`src/rtl/cap_check_pkg.sv`:
```
package cap_check_pkg;

    typedef enum logic [2:0] {
        CAUSE_NONE   = 3'd0,
        CAUSE_TAG    = 3'd1,
        CAUSE_SEAL   = 3'd2,
        CAUSE_RIGHTS = 3'd3,
        CAUSE_BOUNDS = 3'd4
    } cause_e;

    typedef enum logic [1:0] {
        KIND_LOAD  = 2'd0,
        KIND_STORE = 2'd1,
        KIND_FETCH = 2'd2,
        KIND_RSVD  = 2'd3
    } kind_e;

    localparam int RIGHT_FETCH_BIT = 1;
    localparam int RIGHT_LOAD_BIT  = 2;
    localparam int RIGHT_STORE_BIT = 3;

endpackage

```
`src/rtl/cap_addr_gen.sv`:
```
module cap_addr_gen #(
    parameter int ADDR_W = 64,
    parameter int SIZE_W = 5,
    localparam int EXT_W = ADDR_W + 1
) (
    input  logic [ADDR_W-1:0] base_i,
    input  logic [ADDR_W-1:0] length_i,
    input  logic [ADDR_W-1:0] offset_i,
    input  logic [ADDR_W-1:0] disp_i,
    input  logic [SIZE_W-1:0] size_i,
    output logic [ADDR_W-1:0] ea_o,
    output logic [EXT_W-1:0]  end_o,
    output logic [EXT_W-1:0]  limit_o
);
    // Effective address wraps modulo 2^ADDR_W; the end and the limit carry one extra bit.
    always_comb begin
        ea_o    = base_i + offset_i + disp_i;
        end_o   = {1'b0, ea_o} + {{(EXT_W-SIZE_W){1'b0}}, size_i};
        limit_o = {1'b0, base_i} + {1'b0, length_i};
    end
endmodule

```
`src/rtl/cap_bounds_cmp.sv`:
```
module cap_bounds_cmp #(
    parameter int ADDR_W = 64,
    localparam int EXT_W = ADDR_W + 1
) (
    input  logic [ADDR_W-1:0] base_i,
    input  logic [ADDR_W-1:0] ea_i,
    input  logic [EXT_W-1:0]  end_i,
    input  logic [EXT_W-1:0]  limit_i,
    output logic              in_bounds_o
);
    logic below, above, past_top;

    always_comb begin
        below       = ea_i < base_i;
        above       = end_i > limit_i;
        // End beyond 2^ADDR_W: top bit set and any lower bit set.
        past_top    = end_i[ADDR_W] & (|end_i[ADDR_W-1:0]);
        in_bounds_o = !(below || above || past_top);
    end
endmodule

```
`src/rtl/cap_fault_prio.sv`:
```
module cap_fault_prio
    import cap_check_pkg::*;
#(
    parameter int PERM_W = 31
) (
    input  logic              tag_i,
    input  logic              sealed_i,
    input  logic [PERM_W-1:0] perms_i,
    input  kind_e             kind_i,
    input  logic              in_bounds_i,
    output cause_e            cause_o
);
    logic [PERM_W-1:0] need_mask;
    logic              has_right;

    always_comb begin
        need_mask = '0;
        case (kind_i)
            KIND_LOAD:  need_mask[RIGHT_LOAD_BIT]  = 1'b1;
            KIND_STORE: need_mask[RIGHT_STORE_BIT] = 1'b1;
            KIND_FETCH: need_mask[RIGHT_FETCH_BIT] = 1'b1;
            default:    need_mask = '0;
        endcase
        has_right = |(perms_i & need_mask);

        if (!tag_i)            cause_o = CAUSE_TAG;
        else if (sealed_i)     cause_o = CAUSE_SEAL;
        else if (!has_right)   cause_o = CAUSE_RIGHTS;
        else if (!in_bounds_i) cause_o = CAUSE_BOUNDS;
        else                   cause_o = CAUSE_NONE;
    end
endmodule

```
`src/rtl/cap_deref_check.sv`:
```
module cap_deref_check
    import cap_check_pkg::*;
#(
    parameter int ADDR_W  = 64,
    parameter int PERM_W  = 31,
    parameter int SIZE_W  = 5,
    parameter bit REG_OUT = 1'b1,
    localparam int EXT_W  = ADDR_W + 1
) (
    input  logic              clk_i,
    input  logic              rst_ni,
    input  logic              req_valid_i,
    input  logic              cap_tag_i,
    input  logic              cap_sealed_i,
    input  logic [ADDR_W-1:0] cap_base_i,
    input  logic [ADDR_W-1:0] cap_length_i,
    input  logic [ADDR_W-1:0] cap_offset_i,
    input  logic [PERM_W-1:0] cap_perms_i,
    input  logic [1:0]        acc_kind_i,
    input  logic [ADDR_W-1:0] acc_disp_i,
    input  logic [SIZE_W-1:0] acc_size_i,
    output logic              rsp_valid_o,
    output logic              grant_o,
    output logic [2:0]        cause_o,
    output logic [ADDR_W-1:0] eff_addr_o
);
    typedef struct packed {
        logic              valid;
        logic              grant;
        cause_e            cause;
        logic [ADDR_W-1:0] ea;
    } rsp_t;

    logic [ADDR_W-1:0] ea;
    logic [EXT_W-1:0]  acc_end, acc_limit;
    logic              in_bounds;
    cause_e            cause;
    rsp_t              rsp_d, rsp_q;

    cap_addr_gen #(.ADDR_W(ADDR_W), .SIZE_W(SIZE_W)) u_addr (
        .base_i   (cap_base_i),
        .length_i (cap_length_i),
        .offset_i (cap_offset_i),
        .disp_i   (acc_disp_i),
        .size_i   (acc_size_i),
        .ea_o     (ea),
        .end_o    (acc_end),
        .limit_o  (acc_limit)
    );

    cap_bounds_cmp #(.ADDR_W(ADDR_W)) u_bounds (
        .base_i      (cap_base_i),
        .ea_i        (ea),
        .end_i       (acc_end),
        .limit_i     (acc_limit),
        .in_bounds_o (in_bounds)
    );

    cap_fault_prio #(.PERM_W(PERM_W)) u_prio (
        .tag_i       (cap_tag_i),
        .sealed_i    (cap_sealed_i),
        .perms_i     (cap_perms_i),
        .kind_i      (kind_e'(acc_kind_i)),
        .in_bounds_i (in_bounds),
        .cause_o     (cause)
    );

    always_comb begin
        rsp_d = '0;
        if (req_valid_i) begin
            rsp_d.valid = 1'b1;
            rsp_d.cause = cause;
            rsp_d.grant = (cause == CAUSE_NONE);
            rsp_d.ea    = ea;
        end
    end

    generate
        if (REG_OUT) begin : g_reg
            always_ff @(posedge clk_i or negedge rst_ni) begin
                if (!rst_ni) rsp_q <= '0;
                else         rsp_q <= rsp_d;
            end
        end else begin : g_comb
            assign rsp_q = rsp_d;
        end
    endgenerate

    assign rsp_valid_o = rsp_q.valid;
    assign grant_o     = rsp_q.grant;
    assign cause_o     = rsp_q.cause;
    assign eff_addr_o  = rsp_q.ea;

endmodule

```
`config.mk`:
```
export PLATFORM = sky130hd
export DESIGN_NAME = cap_deref_check
export DESIGN_NICKNAME = d
export VERILOG_FILES = /design/src/rtl/cap_check_pkg.sv /design/src/rtl/cap_addr_gen.sv /design/src/rtl/cap_bounds_cmp.sv /design/src/rtl/cap_fault_prio.sv /design/src/rtl/cap_deref_check.sv
export SDC_FILE = /design/constraint.sdc
export NUM_CORES = 1
export LEC_CHECK = 0
export CAP_MARGIN = 15
export CELL_PAD_IN_SITES_DETAIL_PLACEMENT = 2
export CELL_PAD_IN_SITES_GLOBAL_PLACEMENT = 2
export CORE_ASPECT_RATIO = 1.75
export CORE_MARGIN = 5
export CORE_UTILIZATION = 30
export DETAILED_ROUTE_END_ITERATION = 8
export HOLD_SLACK_MARGIN = 0.08
export PLACE_DENSITY = 0.87
export SLEW_MARGIN = 30
export SYNTH_ARGS = -nofsm -noshare
export SYNTH_HDL_FRONTEND = slang
export SYNTH_HIERARCHICAL = 1
export SYNTH_SLANG_ARGS = --single-unit
```
`constraint.sdc`:
```
create_clock -name clk_i -period 0.8 [get_ports clk_i]
set_input_delay 0.16 -clock clk_i [delete_from_list [all_inputs] [get_ports clk_i]]
set_output_delay 0.16 -clock clk_i [all_outputs]
set_load 0.01 [all_outputs]
```
==> out/qor.txt, run 1 <==
Status: aborted with a tool error
Fail Step: clock tree synthesis (4_1_cts)
Tool Error: [ERROR DPL-0033] detailed placement checks failed during check placement.
Worst-case clock buffer depth: 2
Port Buffer Count: 339
# placed instances: 3764
CTS buffer count: 9
Final GP Congestion: 1.02
Site row count: 112
DP HPWL: 123000 um
Die width: 186 um
Yosys warns: 6
Post-synthesis instance area: 16200 um^2
Hold buffer count at CTS: 1
Post-synthesis cell type count: 104
Post-synth EDFFs: 0
Synthesis-stage register bit count: 69
Top FF cell, synth: dfrtp_1
Seq/Total Area, Yosys: 10.6%
Ys async rst share: 100%
Postcts setup bufs: 89
Mean post-synth cell area: 7.99 um^2
Clk sinks: 69
Htree depth: 3
Starting Density: 30.3%
Syn nets: 2656
Post-CTS sizing: 607
Cells after synthesis: 2032
Die height: 318 um
CTS Root Cell: clkbuf_16
Top-Level Pins: 368
[synthesized netlist by cell type (all sizes together) (12+ instances only)]
| cell type | count | area, um^2 |
|---|---|---|
| nor2 | 114 | 430 |
| o211ai | 16 | 139 |
| and2 | 82 | 514 |
| nor4 | 32 | 264 |
| nor3 | 42 | 220 |
| and3 | 12 | 75.1 |
| clkbuf | 22 | 83.8 |
| o21a | 21 | 158 |
| nand2 | 142 | 536 |
| nand2b | 20 | 125 |
| a21o | 101 | 759 |
| fa | 66 | 1320 |
| xnor2 | 120 | 1140 |
| buf | 21 | 125 |
| a21oi | 198 | 1020 |
| nand3 | 59 | 305 |
| xor2 | 54 | 488 |
| a211oi | 17 | 168 |
| nand4 | 73 | 494 |
| ha | 259 | 3240 |
| inv | 191 | 717 |
| a31oi | 19 | 119 |
| o21ai | 102 | 533 |
| dfrtp | 69 | 1730 |
| nor2b | 15 | 93.8 |
| o21bai | 22 | 165 |
[stage by stage]
step / instance area, um^2 / util [%] / worst slack [ns]
detailed placement: 26800 / 50.0 / -7.45
global placement: 26800 / 50.0 / -6.27
floorplan: 17000 / - / -4.91
[logic make-up after synthesis]
family / share of synthesized area [%]
muxes: 0.277
xor gates and xnor gates: 10.0
adders and majority gates: 28.1
DFF: 10.6
AOI/OAI and AO/OA: 23.3
and+or+nand+nor: 22.0
buffers and inverters: 5.70
==> inputs of run 2 (changes only) <==
CELL_PAD_IN_SITES_DETAIL_PLACEMENT = not set   (was 2)
CELL_PAD_IN_SITES_GLOBAL_PLACEMENT = not set   (was 2)
CORE_ASPECT_RATIO = not set   (was 1.75)
CORE_UTILIZATION = 27   (was 30)
HOLD_SLACK_MARGIN = not set   (was 0.08)
PLACE_DENSITY = not set   (was 0.87)
PLACE_DENSITY_LB_ADDON = 0.15   (was not set)
==> run 2 against run 1 <==
The flow now finishes, with violations (negative setup slack); synthesized cell count unchanged; synthesized area is the same.
==> out/qor.txt, run 2 <==
Ys async rst share: 100% (unchanged)
Setup violations, final: 137
Leading area contributor after synthesis: ha_1
First DRT Iteration DRCs: 958
CP max stage cell: or4_4
Critical path buffer and inverter count: 7
Starting Density: 27.4% (-2.9 points)
DRT Wirelength: 80600 um
Unrepaired setup endpoints after global routing: true
Total Routing Usage GR: 23.9%
Area grow syn2layout: 84.7%
Int Pwr: 37.4 mW
CTS tree: yes
Combinational power share: 85.8%
Synth top area share: 20.0% (unchanged)
Post-synth EDFFs: 0 (unchanged)
Seq/Total Area, Yosys: 10.6% (unchanged)
Die area: 65100 um^2
Pre-CTS WS: -6.36 ns (+1.08 ns)
Final slew viol count: 0
Most common cell after layout, fill and taps aside: buf_4
Power Dens Cells: 2270 nW/um^2
Post-route DRC: 0
Avg Vias per Cell: 4.97
Clock Power Share: 7.3%
Top-Level Pins: 368 (unchanged)
Die height: 255 um (-20%)
Pre-antenna DRT Iters: 5
Most numerous cell in the Yosys netlist: ha_1
Crit start category: primary input
Final Hold Vio Count: 0
Yosys warns: 6 (unchanged)
Cells after synthesis: 2032 (unchanged)
CP Capture Type: register
CTS buffer count: 9 (unchanged)
CTS Root Cell: clkbuf_16
Vias in the first global route: 21000
Mean post-synth cell area: 7.99 um^2 (unchanged)
Largest net degree at the start of global routing: 40
Synthesis-stage register bit count: 69 (unchanged)
Slowest stage delay, CP: 0.54 ns
Syn nets: 2656 (unchanged)
WL/cell: 20.2 um
Clk sinks: 69 (unchanged)
Layout cell share with drive strength beyond 1: 43.3%
Top FF cell, synth: dfrtp_1
Core Region: 59200 um^2
Status: finished, violations left
Gr ovfl total: 0
Via count of the routed design: 19800
Actual slew at the worst max-slew pin: 0.653 ns
Delay-heaviest family, CP: simple AND/OR/NAND/NOR gates
XOR/XNOR Fraction of Synth Area: 10.0% (unchanged)
Failing checks: negative setup slack
Reg power frac: 6.9%
Htree depth: 3 (unchanged)
Simple-gate share of the synthesized area: 22.0% (unchanged)
Main combinational cell family by area after synthesis: adder cells
Slew margin rel.: 55.9%
Synth top cells by count: ha_1, a21oi_1, inv_1, nand2_1, nor2_1
Port Buffer Count: 339 (unchanged)
Final min period: 5.98 ns
Max Cap Viol: 0
VDD IR max: 0.00109 V
Post-synthesis cell type count: 104 (unchanged)
DRT antenna net count: 0
Nets: 3830
Worst-case clock buffer depth: 2 (unchanged)
Final GP Congestion: 0.916 (-10%)
Post-synthesis instance area: 16200 um^2 (unchanged)
Area contributors post-synth: ha_1, dfrtp_1, fa_1, xnor2_1, a21oi_1
Leak: 14.4 nW
CP Data Required Time: 1.07 ns
Post-synthesis compound-gate area fraction: 23.3% (unchanged)
DP HPWL: 70400 um (-43%)
Sw frac: 45.0%
Worst min-delay path class: in -> reg
CP max FO: 5
Clk slew on worst S/H paths: 0.06 ns
NetSw: 30.6 mW
Wire length of the first global-routing pass: 121000 um
Highest clock rate: 167 MHz
Adder-Cell Fraction of Synth Area: 28.1% (unchanged)
Mux cell area share after synthesis: 0.277% (unchanged)
Ant. Diodes: 0
WHS: 0.167 ns
Initial antenna violation count: 1
Max reg flops: 64
Commonest cells after routing, fill and taps aside: buf_4, ha_1, clkdlybuf4s50_1, inv_1, a21oi_1
Worst setup margin: -5.18 ns
Die width: 255 um (+37%)
Period Utilization, post-route: 747%
Worst EP arrival: 6.25 ns
Site row count: 89 (-21%)
Crit path kind: in -> reg
-- run 2: cell counts after synthesis --
Identical to the previous run, type by type.
-- run 2: kinds of logic (layout without fill, tap and decap cells) --
| group | count (synthesis) | in the layout |
|---|---|---|
| and+or+nand+nor | 652 | 652 |
| AOI/OAI and AO/OA | 574 | 574 |
| adders and majority gates | 325 | 325 |
| buffers and inverters | 234 | 1413 |
| xor gates and xnor gates | 174 | 174 |
| DFF | 69 | 69 |
| muxes | 4 | 4 |
-- run 2: layout make-up --
cell class | count | area [um^2]
repair buffers | 1206 | 10000
fillers | 5682 | 29200
clock inverters | 5 | 106
inverters | 191 | 744
flip-flops and latches | 69 | 1730
multi-input cells | 1729 | 16200
clock buffers | 11 | 243
well taps | 773 | 967
-- run 2: power groups by stage --
stage                     registers [mW]  logic, mW  clock network [mW]
after floorplan                     5.16       23.7                   0
after global placement              4.78       49.4                   0
after detailed placement            4.76       50.0                   0
after CTS                           4.73       56.0                5.07
after global routing                4.80       62.7                5.19
final                               4.72       58.4                4.97
-- run 2: repair_timing --
action                                  in CTS  in global routing
gates cloned                                 0                  0
endpoints found under the hold margin       69                  0
pin swaps                                  175                121
endpoints found under the setup margin     137                137
setup buffers                               74                 39
hold buffers                                 1                  0
gates resized for setup                    619                258
-- run 2: final timing paths --
path	start	to	slack [ns]	depth (start not counted)
max in group asynchronous	rst_ni	eff_addr_o[35]	0.19	3
min in group asynchronous	rst_ni	eff_addr_o[9]	0.20	2
setup / recovery	acc_disp_i[1]	grant_o	-5.18	31
hold / removal	req_valid_i	rsp_valid_o	0.17	2
-- run 2: metrics by stage --
stage,utilization (%),std cells,cell area (um^2),setup TNS (ns),power [mW]
after floorplan,-,2032,17000,-119.94,28.9
after global placement,45.6,3878,27000,-211.73,54.2
after detailed placement,45.6,3878,27000,-212.61,54.7
after CTS,49.6,3962,29400,-173.36,65.8
after global routing,50.6,3984,30000,-169.83,72.7
final,50.6,3984,30000,-162.39,68.1
-- run 2: routing by layer --
metal / track usage [%] / part of all wire (%)
met1: 31.0 / 43
met2: 44.0 / 51
met5: 0 / 0
met4: 4.14 / 1.9
met3: 2.01 / 3.6
Power figures use the tool's default switching activity.
==> inputs of run 3 (changes only) <==
REMOVE_ABC_BUFFERS = 1   (was not set)
clock period = 7.35 ns   (was 0.8 ns; I/O delays follow)
==> run 3 against run 2 <==
The run still ends with negative setup slack left; critical path depth decreased by 2; worst hold slack improved by 0.94 ns; first-iteration DRC count rose by 3.3%; worst setup slack improved by 5.2 ns; critical endpoint unchanged; largest cell class unchanged.
==> out/qor.txt, run 3 (synthesis results as in run 2) <==
NetSw: 3.02 mW (-90%)
CTS Root Cell: clkbuf_16
Crit path kind: in -> reg
Avg Vias per Cell: 4.94 (-0.56%)
Slowest stage delay, CP: 0.52 ns (-0.02 ns)
Final min period: 7.35 ns
Actual slew at the worst max-slew pin: 0.767 ns (+0.113 ns)
Post-route core utilization: 46.2% (-4.4 points)
Worst-case clock buffer depth: 2 (unchanged)
FF+latch area: 1730 um^2 (unchanged)
Post-route DRC: 0 (unchanged)
Hold buffer count at CTS: 0 (-1)
Clk slew on worst S/H paths: 0.06 ns (about the same)
CP Data Required Time: 7.63 ns (+6.56 ns)
Total Routing Usage GR: 22.0% (-1.9 points)
Wire length of the first global-routing pass: 111000 um (-8.0%)
Max reg flops: 64 (unchanged)
Core Region: 59200 um^2 (unchanged)
Final GP Congestion: 0.950 (+3.8%)
Crit start category: primary input
Worst EP arrival: 7.63 ns (+1.38 ns)
Worst setup margin: -0.00246 ns (+5.17 ns)
CP Launch Point: cap_offset_i[5]
Status: finished, violations left
Clk sinks: 69 (unchanged)
Layout cell share with drive strength beyond 1: 32.3% (-11 points)
Failing checks: negative setup slack
Worst setup path end: grant_o
Unrepaired setup endpoints after global routing: true
Highest clock rate: 136 MHz
DP HPWL: 64300 um (-8.6%)
Top-Level Pins: 368 (unchanged)
Period Utilization, post-route: 100%
Die width: 255 um (unchanged)
# placed instances: 3732 (-3.8%)
Int Pwr: 3.57 mW (-90%)
CTS buffer count: 9 (unchanged)
Gr ovfl total: 0 (unchanged)
DRT Wirelength: 74400 um (-7.6%)
Via count of the routed design: 18800 (-4.9%)
Total power: 6.59 mW (-90%)
Pre-antenna DRT Iters: 7 (+2)
Die area: 65100 um^2 (unchanged)
CP max stage cell: fa_1
Worst min-delay path class: in -> async
Die height: 255 um (unchanged)
Starting Density: 27.4% (unchanged)
Area occupied by multi-input gates: 15100 um^2 (-6.9%)
Combinational power share: 84.1% (-1.7 points)
Port Buffer Count: 339 (unchanged)
Reg power frac: 7.9% (+1.0 points)
Initial antenna violation count: 0 (-1)
Vias in the first global route: 19700 (-6.4%)
Max Cap Viol: 0 (unchanged)
Cell Count, Final, Fillers Out: 3808 (-4.4%)
CP max FO: 3 (-2)
Leak: 13.1 nW (-9.1%)
Setup violations, final: 1 (-99%)
Largest net degree at the start of global routing: 70 (+75%)
Area grow syn2layout: 68.7%
Power Dens Cells: 240 nW/um^2 (-89%)
Htree depth: 3 (unchanged)
VDD IR max: 0.000124 V (-89%)
Clock Power Share: 7.9% (+0.6 points)
Sw frac: 45.8% (+0.78 points)
Fillcell total: 5945 (+4.6%)
Final Hold Vio Count: 0 (unchanged)
Commonest cells after routing, fill and taps aside: buf_4, clkdlybuf4s50_1, ha_1, inv_1, a21oi_1
Sum Neg Setup Slack: -0.00246 ns (+162.39 ns)
WL/cell: 19.5 um (-3.3%)
Slew margin rel.: 48.9% (-7.0 points)
Site row count: 89 (unchanged)
Final slew viol count: 0 (unchanged)
Most common cell after layout, fill and taps aside: buf_4
Nets: 3653 (-4.6%)
First DRT Iteration DRCs: 990 (+3.3%)
CP Capture Type: register
DRT antenna net count: 0 (unchanged)
CTS tree: yes
[run 3: what timing repair did]
action | CTS | global route
cloned | 0 | 0
gates resized for setup | 304 | 80
buffers inserted | 46 | 14
setup endpoints to repair | 2 | 2
pin swaps | 144 | 56
[run 3: area by class of cell]
class | instances | share of cell area, %
diodes | 1 | 0.00913
well taps | 773 | 3.53
repair buffers | 1029 | 31.3
flip-flops and latches | 69 | 6.30
clock inverters | 6 | 0.347
clock buffers | 10 | 0.836
multi-input cells | 1729 | 55.1
inverters | 191 | 2.62
[run 3: power groups by stage]
stage          sequential, mW  clock (mW)  combinational (mW)
6_report                0.523       0.522                5.54
4_1_cts                 0.524       0.538                5.40
2_1_floorplan           0.562           0                2.36
3_3_place_gp            0.530           0                4.93
3_5_place_dp            0.529           0                4.99
5_1_grt                 0.531       0.551                6.02
[run 3: critical path, delay by kind of cell]
family	cells	cell delay, ns
AO/OA/AOI/OAI	10	2.15
XOR/XNOR	2	0.51
adder cells (fa/ha/maj)	3	1.10
buffers and inverters	5	0.87
AND/OR/NAND/NOR	9	1.53
[run 3: per-layer routing]
metal / GRT usage [%] / vias up / share of wire [%]
met2: 39.1 / 460 / 49
li1: - / 9340 / -
met5: 0 / - / 0
met4: 6.84 / 0 / 3.3
met1: 27.8 / 8917 / 43
met3: 2.74 / 88 / 4.1
[run 3: worst min path at each step]
stage                          end  startpoint
floorplan               cause_o[0]      rst_ni
global placement    eff_addr_o[19]      rst_ni
detailed placement  eff_addr_o[19]      rst_ni
CTS                 eff_addr_o[19]      rst_ni
global route        eff_addr_o[19]      rst_ni
finish              eff_addr_o[19]      rst_ni
[run 3: stage by stage]
step / setup slack, ns / hold WS (ns) / area (um^2)
finish: -0.00246 / 1.11 / 27400
global route: -0.249 / 1.16 / 27400
CTS: 0.00264 / 1.14 / 26900
detailed placement: -1.25 / 1.55 / 25100
global placement: -1.14 / 1.69 / 25100
floorplan: 0.0893 / 1.17 / 16000
